### config.mk
export PLATFORM = sky130hd
export DESIGN_NAME = hsimd_ldst
export DESIGN_NICKNAME = d
export VERILOG_FILES = /design/src/rtl/hsimd_pkg.sv /design/src/rtl/hsimd_decode.sv /design/src/rtl/hsimd_agen.sv /design/src/rtl/hsimd_lane.sv /design/src/rtl/hsimd_ctrl.sv /design/src/rtl/hsimd_ldst.sv
export SDC_FILE = /design/constraint.sdc
export NUM_CORES = 1
export LEC_CHECK = 0
export ABC_AREA = 1
export BUFFER_PORTS_ARGS = -buffer_cell sky130_fd_sc_hd__buf_2
export CAP_MARGIN = 20
export CELL_PAD_IN_SITES_DETAIL_PLACEMENT = 1
export CELL_PAD_IN_SITES_GLOBAL_PLACEMENT = 1
export CORE_ASPECT_RATIO = 1.4
export CORE_MARGIN = 2
export CORE_UTILIZATION = 36
export CTS_BUF_LIST = sky130_fd_sc_hd__clkbuf_4
export CTS_CLUSTER_DIAMETER = 50
export CTS_CLUSTER_SIZE = 20
export DETAILED_ROUTE_END_ITERATION = 10
export GPL_TIMING_DRIVEN = 0
export PLACE_DENSITY_LB_ADDON = 0.1
export SYNTH_ARGS = -nofsm -noshare
export SYNTH_HDL_FRONTEND = slang
export SYNTH_SLANG_ARGS = --single-unit
### constraint.sdc
create_clock -name clk_i -period 3.95 [get_ports clk_i]
set_input_delay 0.5925 -clock clk_i [delete_from_list [all_inputs] [get_ports clk_i]]
set_output_delay 0.5925 -clock clk_i [all_outputs]
set_load 0.02 [all_outputs]
### src/rtl/hsimd_pkg.sv
package hsimd_pkg;
  localparam int OP_W   = 6;
  localparam int XR_IW  = 4;
  localparam int GPR_IW = 5;
  localparam int OFF_W  = 9;

  typedef enum logic [OP_W-1:0] {
    OP_LD   = 6'h2A,
    OP_ST   = 6'h2B,
    OP_LDPM = 6'h2C,
    OP_STPM = 6'h2D
  } op_e;

  typedef enum logic [1:0] {
    LANE_LO  = 2'd0,
    LANE_HI  = 2'd1,
    LANE_SX  = 2'd2,
    LANE_DUP = 2'd3
  } lane_opt_e;

  typedef struct packed {
    logic              is_load;
    logic              postmod;
    logic              nop;
    lane_opt_e         opt;
    logic [XR_IW-1:0]  xr;
    logic [GPR_IW-1:0] rb;
    logic [OFF_W-1:0]  off;
  } dec_t;
endpackage

### src/rtl/hsimd_decode.sv
module hsimd_decode
  import hsimd_pkg::*;
(
  input  logic [31:0] instr_i,
  output dec_t        dec_o
);
  logic [OP_W-1:0] op;
  logic            known;
  logic            unused_major;

  assign op           = instr_i[OP_W-1:0];
  assign unused_major = ^instr_i[31:26];

  always_comb begin
    known         = 1'b1;
    dec_o.is_load = 1'b0;
    dec_o.postmod = 1'b0;
    unique case (op)
      OP_LD:   dec_o.is_load = 1'b1;
      OP_ST:   ;
      OP_LDPM: begin dec_o.is_load = 1'b1; dec_o.postmod = 1'b1; end
      OP_STPM: dec_o.postmod = 1'b1;
      default: known = 1'b0;
    endcase
    dec_o.opt = lane_opt_e'(instr_i[20:19]);
    dec_o.xr  = instr_i[9:6];
    dec_o.rb  = instr_i[25:21];
    dec_o.off = instr_i[18:10];
    // reserved store lane options behave like an unknown code
    dec_o.nop = !known || (!dec_o.is_load && instr_i[20]);
  end
endmodule

### src/rtl/hsimd_agen.sv
module hsimd_agen
  import hsimd_pkg::*;
#(
  parameter int XLEN = 32
) (
  input  logic [XLEN-1:0]  base_i,
  input  logic [OFF_W-1:0] off_i,
  output logic [XLEN-1:0]  ea_o
);
  localparam int EXT_W = XLEN - OFF_W - 1;

  assign ea_o = base_i + {{EXT_W{off_i[OFF_W-1]}}, off_i, 1'b0};
endmodule

### src/rtl/hsimd_lane.sv
module hsimd_lane
  import hsimd_pkg::*;
#(
  parameter int DW = 32
) (
  input  lane_opt_e       opt_i,
  input  logic            addr_hi_i,
  input  logic [DW-1:0]   rdata_i,
  input  logic [DW-1:0]   old_i,
  input  logic [DW-1:0]   src_i,
  output logic [DW-1:0]   load_o,
  output logic [DW-1:0]   wdata_o,
  output logic [DW/8-1:0] be_o
);
  localparam int HW  = DW / 2;
  localparam int HBE = DW / 16;

  logic [HW-1:0] ld_h, st_h;

  assign ld_h = addr_hi_i ? rdata_i[DW-1:HW] : rdata_i[HW-1:0];
  assign st_h = opt_i[0] ? src_i[DW-1:HW] : src_i[HW-1:0];
  assign wdata_o = {st_h, st_h};

  for (genvar g = 0; g < 2; g++) begin : g_be
    assign be_o[g*HBE +: HBE] = {HBE{addr_hi_i == g[0]}};
  end

  always_comb begin
    unique case (opt_i)
      LANE_LO:  load_o = {old_i[DW-1:HW], ld_h};
      LANE_HI:  load_o = {ld_h, old_i[HW-1:0]};
      LANE_SX:  load_o = {{HW{ld_h[HW-1]}}, ld_h};
      default:  load_o = {ld_h, ld_h};
    endcase
  end
endmodule

### src/rtl/hsimd_ctrl.sv
module hsimd_ctrl (
  input  logic clk_i,
  input  logic rst_ni,
  input  logic accept_i,
  input  logic nop_i,
  input  logic postmod_i,
  input  logic mem_ready_i,
  output logic ready_o,
  output logic mem_req_o,
  output logic gpr_we_o,
  output logic done_o
);
  logic busy_q, nop_q, pm_q, first_q;

  always_ff @(posedge clk_i or negedge rst_ni) begin
    if (!rst_ni) begin
      busy_q  <= 1'b0;
      nop_q   <= 1'b0;
      pm_q    <= 1'b0;
      first_q <= 1'b0;
    end else if (accept_i) begin
      busy_q  <= 1'b1;
      nop_q   <= nop_i;
      pm_q    <= postmod_i && !nop_i;
      first_q <= 1'b1;
    end else if (busy_q) begin
      first_q <= 1'b0;
      if (done_o) busy_q <= 1'b0;
    end
  end

  assign ready_o   = !busy_q;
  assign mem_req_o = busy_q && !nop_q;
  // base writeback in the first transfer cycle, independent of stalls
  assign gpr_we_o  = mem_req_o && first_q && pm_q;
  assign done_o    = busy_q && (nop_q || mem_ready_i);
endmodule

### src/rtl/hsimd_ldst.sv
module hsimd_ldst
  import hsimd_pkg::*;
#(
  parameter int XLEN = 32
) (
  input  logic               clk_i,
  input  logic               rst_ni,
  input  logic               instr_valid_i,
  input  logic [31:0]        instr_i,
  output logic               ready_o,
  output logic               done_o,
  output logic [GPR_IW-1:0]  gpr_raddr_o,
  input  logic [XLEN-1:0]    gpr_rdata_i,
  output logic               gpr_we_o,
  output logic [GPR_IW-1:0]  gpr_waddr_o,
  output logic [XLEN-1:0]    gpr_wdata_o,
  output logic [XR_IW-1:0]   xr_raddr_o,
  input  logic [31:0]        xr_rdata_i,
  output logic               xr_we_o,
  output logic [XR_IW-1:0]   xr_waddr_o,
  output logic [31:0]        xr_wdata_o,
  output logic               mem_req_o,
  output logic               mem_we_o,
  output logic [XLEN-1:0]    mem_addr_o,
  output logic [3:0]         mem_be_o,
  output logic [31:0]        mem_wdata_o,
  input  logic [31:0]        mem_rdata_i,
  input  logic               mem_ready_i
);
  localparam int DW = 32;

  dec_t            dec, dec_q;
  logic [XLEN-1:0] ea, ea_q;
  logic [DW-1:0]   old_q, load_val;
  logic            accept;

  hsimd_decode u_dec (.instr_i(instr_i), .dec_o(dec));

  hsimd_agen #(.XLEN(XLEN)) u_agen (
    .base_i(gpr_rdata_i), .off_i(dec.off), .ea_o(ea)
  );

  assign accept      = instr_valid_i && ready_o;
  assign gpr_raddr_o = dec.rb;
  assign xr_raddr_o  = dec.xr;

  always_ff @(posedge clk_i or negedge rst_ni) begin
    if (!rst_ni) begin
      dec_q <= '0;
      ea_q  <= '0;
      old_q <= '0;
    end else if (accept) begin
      dec_q <= dec;
      ea_q  <= ea;
      old_q <= xr_rdata_i;
    end
  end

  hsimd_ctrl u_ctrl (
    .clk_i(clk_i), .rst_ni(rst_ni), .accept_i(accept),
    .nop_i(dec.nop), .postmod_i(dec.postmod), .mem_ready_i(mem_ready_i),
    .ready_o(ready_o), .mem_req_o(mem_req_o), .gpr_we_o(gpr_we_o),
    .done_o(done_o)
  );

  hsimd_lane #(.DW(DW)) u_lane (
    .opt_i(dec_q.opt), .addr_hi_i(ea_q[1]), .rdata_i(mem_rdata_i),
    .old_i(old_q), .src_i(old_q), .load_o(load_val),
    .wdata_o(mem_wdata_o), .be_o(mem_be_o)
  );

  assign mem_addr_o  = ea_q;
  assign mem_we_o    = mem_req_o && !dec_q.is_load;
  assign gpr_waddr_o = dec_q.rb;
  assign gpr_wdata_o = ea_q;
  assign xr_we_o     = done_o && mem_req_o && dec_q.is_load;
  assign xr_waddr_o  = dec_q.xr;
  assign xr_wdata_o  = load_val;
endmodule

==> impl_metrics.py, run 1 <==
metrics = {
    "run_status": {
        "status": "complete, no violations",
    },
    "floorplanning": {
        "dieHeight_um": 163,
        "die_w_um": 118,
        "initial_core_util_pct": 36.4,
        "die-area_sq_um": 19100,
        "ios": 288,
        "core_area_sq_um": 17900,
        "rows": 58,
    },
    "setup_path": {
        "crit_cells": 7,
        "worstPathCellList": "buf_4 > mux2i_1 > nor2_1 > nand2_1 > buf_4 > o211ai_1 > buf_2",
        "crit_top_cell": "buf_4",
        "path_delay_family": "buffers and inverters",
        "crit_slowest_cell": "dfrtp_1",
        "worst-endpoint-arrival_ns": 2.37,
        "critical_path_class": "reg -> out",
        "cp-start-kind": "flop",
        "critPathRequiredTime_ns": 3.36,
        "crit_fanout": 10,
        "max_stage_delay_ns": 0.49,
        "reg2regPathDepth": 5,
        "critical_path_buf_inv_count": 3,
        "cp-end-kind": "output port",
    },
    "timing": {
        "rsz0062_at_grt": "false",
        "period_minus_slack_ns": 2.96,
        "finalMaxSlewViolations": 0,
        "setup_ws_ns": 0.991,
        "whs_ns": 0.115,
        "clock_skew_ns": 0.0150,
        "hold_viol": 0,
        "setup_tns_ns": 0,
        "setup_viol": 0,
        "fin_crit_sh_pct": 74.9,
        "tightestPinTransition_ns": 0.665,
        "relSlewSlack_pct": 55.6,
        "max_freq_mhz": 338,
    },
    "finish": {
        "fin_util_pct": 47.0,
        "fin_cells": 1548,
        "drive_above_1_share_pct": 30.1,
        "fillers": 2595,
        "nets": 1464,
        "fin_area_sq_um": 8390,
        "area_growth_pct": 29.2,
    },
    "flow_run": {
        "cap_violations": 0,
    },
    "power_and_ir_drop": {
        "finalPower_mw": 3.39,
        "powerDensity_nw_per_um2": 404,
        "p_leak_nw": 5.10,
        "irDropWorstVdd_mv": 0.103,
    },
    "route": {
        "via_count": 7297,
        "routed_wl_mm": 24.6,
        "drtPass1Iterations": 6,
        "drc_errors": 0,
        "drtIter0Drc": 342,
        "wl_per_cell_um": 15.9,
        "final_antenna_net_count": 0,
        "viasPerCell": 4.71,
    },
    "logic_synthesis": {
        "synthArstFlopShare_pct": 100,
        "synth_top_area_cell": "dfrtp_1",
        "synth-edff-count": 0,
        "synth_area_leaders": "dfrtp_1, nand2_1, buf_4, inv_1, ha_1",
        "synth-seq-area-share_pct": 30.8,
        "ys_ff_latch": 80,
        "synth.most_common_cell": "nand2_1",
        "ys_top_cells_by_count": "nand2_1, inv_1, dfrtp_1, buf_4, nor2_1",
        "synth_warnings": 0,
        "avgSynthCellArea_sq_um": 6.44,
        "syn-num-nets": 1171,
        "synth_top_flop_cell": "dfrtp_1",
        "synth_area_sq_um": 6490,
        "syn_inst": 1008,
        "ys_types": 29,
        "yosysTopAreaCellShare_pct": 30.8,
    },
    "clock_tree": {
        "cts_tree": "done",
        "numCtsBuffers": 9,
        "clk_latency_ns": 0.43,
        "root_buffer": "clkbuf_4",
        "clockBufferDepth": 2,
        "post_cts_buffers": 0,
        "h-tree-depth": 3,
        "clk_pin_slew_worst_paths_ns": 0.15,
        "cts_sinks": 80,
        "cts_resized": 0,
        "cts_hold_buf": 0,
    },
    "grt": {
        "antenna_found_initial": 3,
        "grt_util_all_layers_pct": 25.5,
        "overflow": 0,
        "grt_max_degree": 42,
        "grt_pass1_vias": 7497,
        "grt_pass1_wl_mm": 38.8,
    },
    "place": {
        "place_inst": 1530,
        "numPortBuffers": 281,
        "place_congestion": 0.854,
        "dp_slack_ns": 1.35,
        "dp_hpwl_mm": 20.7,
        "post_dp_cell_area_sq_um": 8220,
    },
    "worst_hold_path": {
        "hold_path_class": "in -> async",
    },
}
area by class of cell:
| cell class | count | area [sq um] | share of cell area [%] |
|---|---|---|---|
| multi-input combinational | 720 | 3430 | 40.8 |
| sequential | 80 | 2000 | 23.9 |
| timing repair buffer | 282 | 1430 | 17.0 |
| buffer | 98 | 653 | 7.78 |
| inverter | 110 | 413 | 4.92 |
| tap | 240 | 300 | 3.58 |
| clock inverter | 7 | 95.1 | 1.13 |
| clock buffer | 9 | 67.6 | 0.805 |
| antenna | 2 | 5.00 | 0.0596 |
kinds of logic (layout without fill, tap and decap cells):
group           count (synthesis)  count (layout)  share of synthesized area, %
mux                            16              16                          2.47
compound gates                 83              83                          7.20
other cells                     0               2                             0
fa+ha+maj                      31              31                          6.09
buf+inv                       208             506                          16.4
flops                          80              80                          30.8
xor+xnor                       14              14                          1.89
simple gates                  576             576                          35.1
layer usage:
metal | part of all wire, % | GRT usage (%) | vias to the layer above
li1 | - | - | 3650
met1 | 38 | 27.1 | 3414
met2 | 55 | 50.4 | 191
met3 | 4.6 | 4.69 | 40
met4 | 2.7 | 8.38 | 2
met5 | 0.041 | 0 | -
state kept, by name, summed over array words and instances (netlist names):
signal and count:
u_ctrl.nop_q 1, u_ctrl.pm_q 1, gpr_wdata_o 32, gpr_waddr_o 5
u_ctrl.first_q 1, xr_waddr_o 4, old_q 32, u_ctrl.busy_q 1
dec_q 3
path summary, 6_finish.rpt:
check	slack (ns)	start	end
setup reg to reg	2.43	u_ctrl.busy_q	gpr_wdata_o[18]
hold / removal	0.12	rst_ni	gpr_waddr_o[1]
setup / recovery	0.99	gpr_wdata_o[1]	xr_wdata_o[30]
max in group asynchronous	3.19	rst_ni	gpr_wdata_o[23]
min in group clk_i	0.34	gpr_rdata_i[0]	gpr_wdata_o[0]
hold reg to reg	0.48	u_ctrl.busy_q	u_ctrl.first_q
power breakdown:
group / switching (mW) / leakage (nW) / internal [mW] / total [mW]
logic: 1.09 / 4.04 / 0.652 / 1.74
registers: 0.130 / 0.980 / 0.952 / 1.08
clock network: 0.309 / 0.0879 / 0.258 / 0.567
total: 1.53 / 5.10 / 1.86 / 3.39
cell usage in the layout (no fill, tap or decap), types with 2 or more instances in the layout:
cell       netlist  final
nor3_1           7      7
inv_1          107    107
dfrtp_1         80     80
clkbuf_1        14     14
buf_4           72     73
nand4_1          3      3
inv_2            3      3
nand3b_1         4      4
diode_2          0      2
clkbuf_4         0      9
nand2_2          4      4
o21ai_1          7      7
clkinv_4         0      2
o21bai_1         2      2
o211ai_1        15     15
buf_2           12    292
nand2_1        464    464
ha_1            30     30
nor2_1          47     47
nand3_1         41     41
o31ai_1          2      2
o21ai_0         30     30
bufinv_16        0      2
nand3_2          3      3
nor2_2           2      2
xnor2_1         13     13
mux2i_1         16     16
a21oi_1         25     25
(Power assumes the default switching activity.)
==> run 2, diff against run 1 <==
--- a/config.mk
+++ b/config.mk
@@ -12,7 +12,7 @@
 export CELL_PAD_IN_SITES_GLOBAL_PLACEMENT = 1
 export CORE_ASPECT_RATIO = 1.4
 export CORE_MARGIN = 2
-export CORE_UTILIZATION = 36
+export CORE_UTILIZATION = 30
 export CTS_BUF_LIST = sky130_fd_sc_hd__clkbuf_4
 export CTS_CLUSTER_DIAMETER = 50
 export CTS_CLUSTER_SIZE = 20
==> constraint.sdc (replaced) <==
create_clock -name clk_i -period 2.5 [get_ports clk_i]
set_input_delay 0.375 -clock clk_i [delete_from_list [all_inputs] [get_ports clk_i]]
set_output_delay 0.375 -clock clk_i [all_outputs]
set_load 0.02 [all_outputs]
==> impl_metrics.py, run 2 (same netlist as run 1, synthesis figures left out) <==
metrics = {
    "place": {
        "place_congestion": 0.842,
        "numPortBuffers": 281,
        "dp_slack_ns": 0.0930,
        "place_inst": 1550,
        "post_dp_cell_area_sq_um": 8260,
        "dp_hpwl_mm": 21.2,
    },
    "setup_path": {
        "crit_fanout": 10,
        "reg2regPathDepth": 5,
        "reg2reg_from": "u_ctrl.busy_q",
        "worst-endpoint-arrival_ns": 2.01,
        "rr_endpoint": "gpr_wdata_o[20]",
        "critPathRequiredTime_ns": 2.12,
        "cp-end-kind": "output port",
        "cp-start-kind": "flop",
        "critical_path_class": "reg -> out",
        "r2r_slack_ns": 1.00,
    },
    "grt": {
        "grt_pass1_wl_mm": 38.8,
        "grt_max_degree": 54,
        "antenna_found_initial": 1,
        "grt_util_all_layers_pct": 21.9,
        "overflow": 0,
        "grt_pass1_vias": 7320,
    },
    "floorplanning": {
        "die-area_sq_um": 22900,
        "core_area_sq_um": 21200,
        "rows": 63,
        "ios": 288,
        "initial_core_util_pct": 30.6,
        "dieHeight_um": 178,
        "die_w_um": 128,
    },
    "route": {
        "drtIter0Drc": 245,
        "drtPass1Iterations": 4,
        "final_antenna_net_count": 0,
        "drc_errors": 0,
        "viasPerCell": 4.59,
        "routed_wl_mm": 25.0,
        "via_count": 7208,
        "wl_per_cell_um": 15.9,
    },
    "timing": {
        "max_freq_mhz": 419,
        "hold_viol": 0,
        "rsz0062_at_grt": "false",
        "setup_ws_ns": 0.115,
        "setup_tns_ns": 0,
        "finalMaxSlewViolations": 0,
        "clock_skew_ns": 0.0125,
        "fin_crit_sh_pct": 95.4,
        "tightestPinTransition_ns": 0.584,
        "setup_viol": 0,
        "period_minus_slack_ns": 2.39,
        "relSlewSlack_pct": 61.1,
    },
    "finish": {
        "fin_area_sq_um": 8470,
        "fin_cells": 1570,
        "layout_common_cells": "nand2_1, buf_2, inv_1",
        "area_growth_pct": 30.4,
        "fillers": 2894,
        "final_common_cell": "nand2_1",
        "nets": 1466,
        "drive_above_1_share_pct": 30.9,
    },
    "run_status": {
        "status": "complete, no violations",
    },
    "power_and_ir_drop": {
        "p_leak_nw": 5.12,
        "irDropWorstVdd_mv": 0.227,
        "powerDensity_nw_per_um2": 626,
    },
    "clock_tree": {
        "numCtsBuffers": 9,
        "h-tree-depth": 3,
        "cts_tree": "done",
        "clk_latency_ns": 0.43,
        "root_buffer": "clkbuf_4",
        "clk_pin_slew_worst_paths_ns": 0.15,
        "clockBufferDepth": 2,
        "cts_sinks": 80,
    },
    "worst_hold_path": {
        "hold_start": "instr_i[0]",
        "min_delay_worst_endpoint": "dec_q[22]",
        "worstHoldPathCells": 2,
        "hold_path_class": "in -> reg",
    },
    "flow_run": {
        "cap_violations": 0,
    },
}
## run 2: final cells by class
cell class / instances / area, sq um / area share [%]
Inverter: 110 / 413 / 4.87
Multi-Input combinational cell: 720 / 3450 / 40.8
Antenna cell: 2 / 5.00 / 0.0591
Buffer: 98 / 671 / 7.92
Tap cell: 260 / 325 / 3.84
Timing Repair Buffer: 284 / 1450 / 17.2
Sequential cell: 80 / 2000 / 23.6
Clock inverter: 7 / 77.6 / 0.916
Clock buffer: 9 / 67.6 / 0.798
## run 2: repair_timing
item,CTS,global route
resized for setup,9,10
endpoints found under the setup margin,40,22
hold endpoints to repair,27,0
hold buffers,1,0
cloned,0,0
buffers inserted,1,0
## run 2: report_power, final
group          total (mW)  internal (mW)  switching [mW]
sequential           1.71           1.50           0.203
combinational        2.79           1.05            1.74
clock               0.808          0.313           0.495
## run 2: stage by stage
step / power [mW] / util, % / hold slack [ns]
after global placement: 4.49 / 38.8 / 0.450
after floorplan: 3.49 / - / 0.0794
after CTS: 5.38 / 39.8 / 0.0691
after detailed placement: 4.53 / 38.9 / 0.329
final: 5.31 / 39.9 / 0.114
after global routing: 5.69 / 39.9 / 0.0855
## run 2: worst max-delay path: stages, from the launching register on
cell and delay [ns]:
dfrtp_2 0.46, buf_6 0.16, mux2i_4 0.20, nor2_1 0.13, nand2_2 0.12, buf_4 0.20, o211ai_1 0.09, buf_2 0.21
## run 2: worst max-delay path by stage
stage,startpoint,endpoint,depth (start not counted),slack (ns)
6_report,gpr_wdata_o[1],xr_wdata_o[28],7,0.11
5_1_grt,gpr_wdata_o[1],xr_wdata_o[28],7,0.02
4_1_cts,gpr_wdata_o[1],xr_wdata_o[14],5,0.002
3_5_place_dp,instr_i[18],gpr_wdata_o[26],12,0.09
3_3_place_gp,instr_i[18],gpr_wdata_o[26],12,0.12
2_1_floorplan,instr_i[10],gpr_wdata_o[29],10,0.68
## run 2: layer usage
layer	track usage (%)	vias to the layer above	share of wire [%]
li1	-	3645	-
met1	24.4	3356	39
met2	43.6	180	56
met3	1.92	27	3.9
met4	5.77	0	1.6
met5	0	-	0
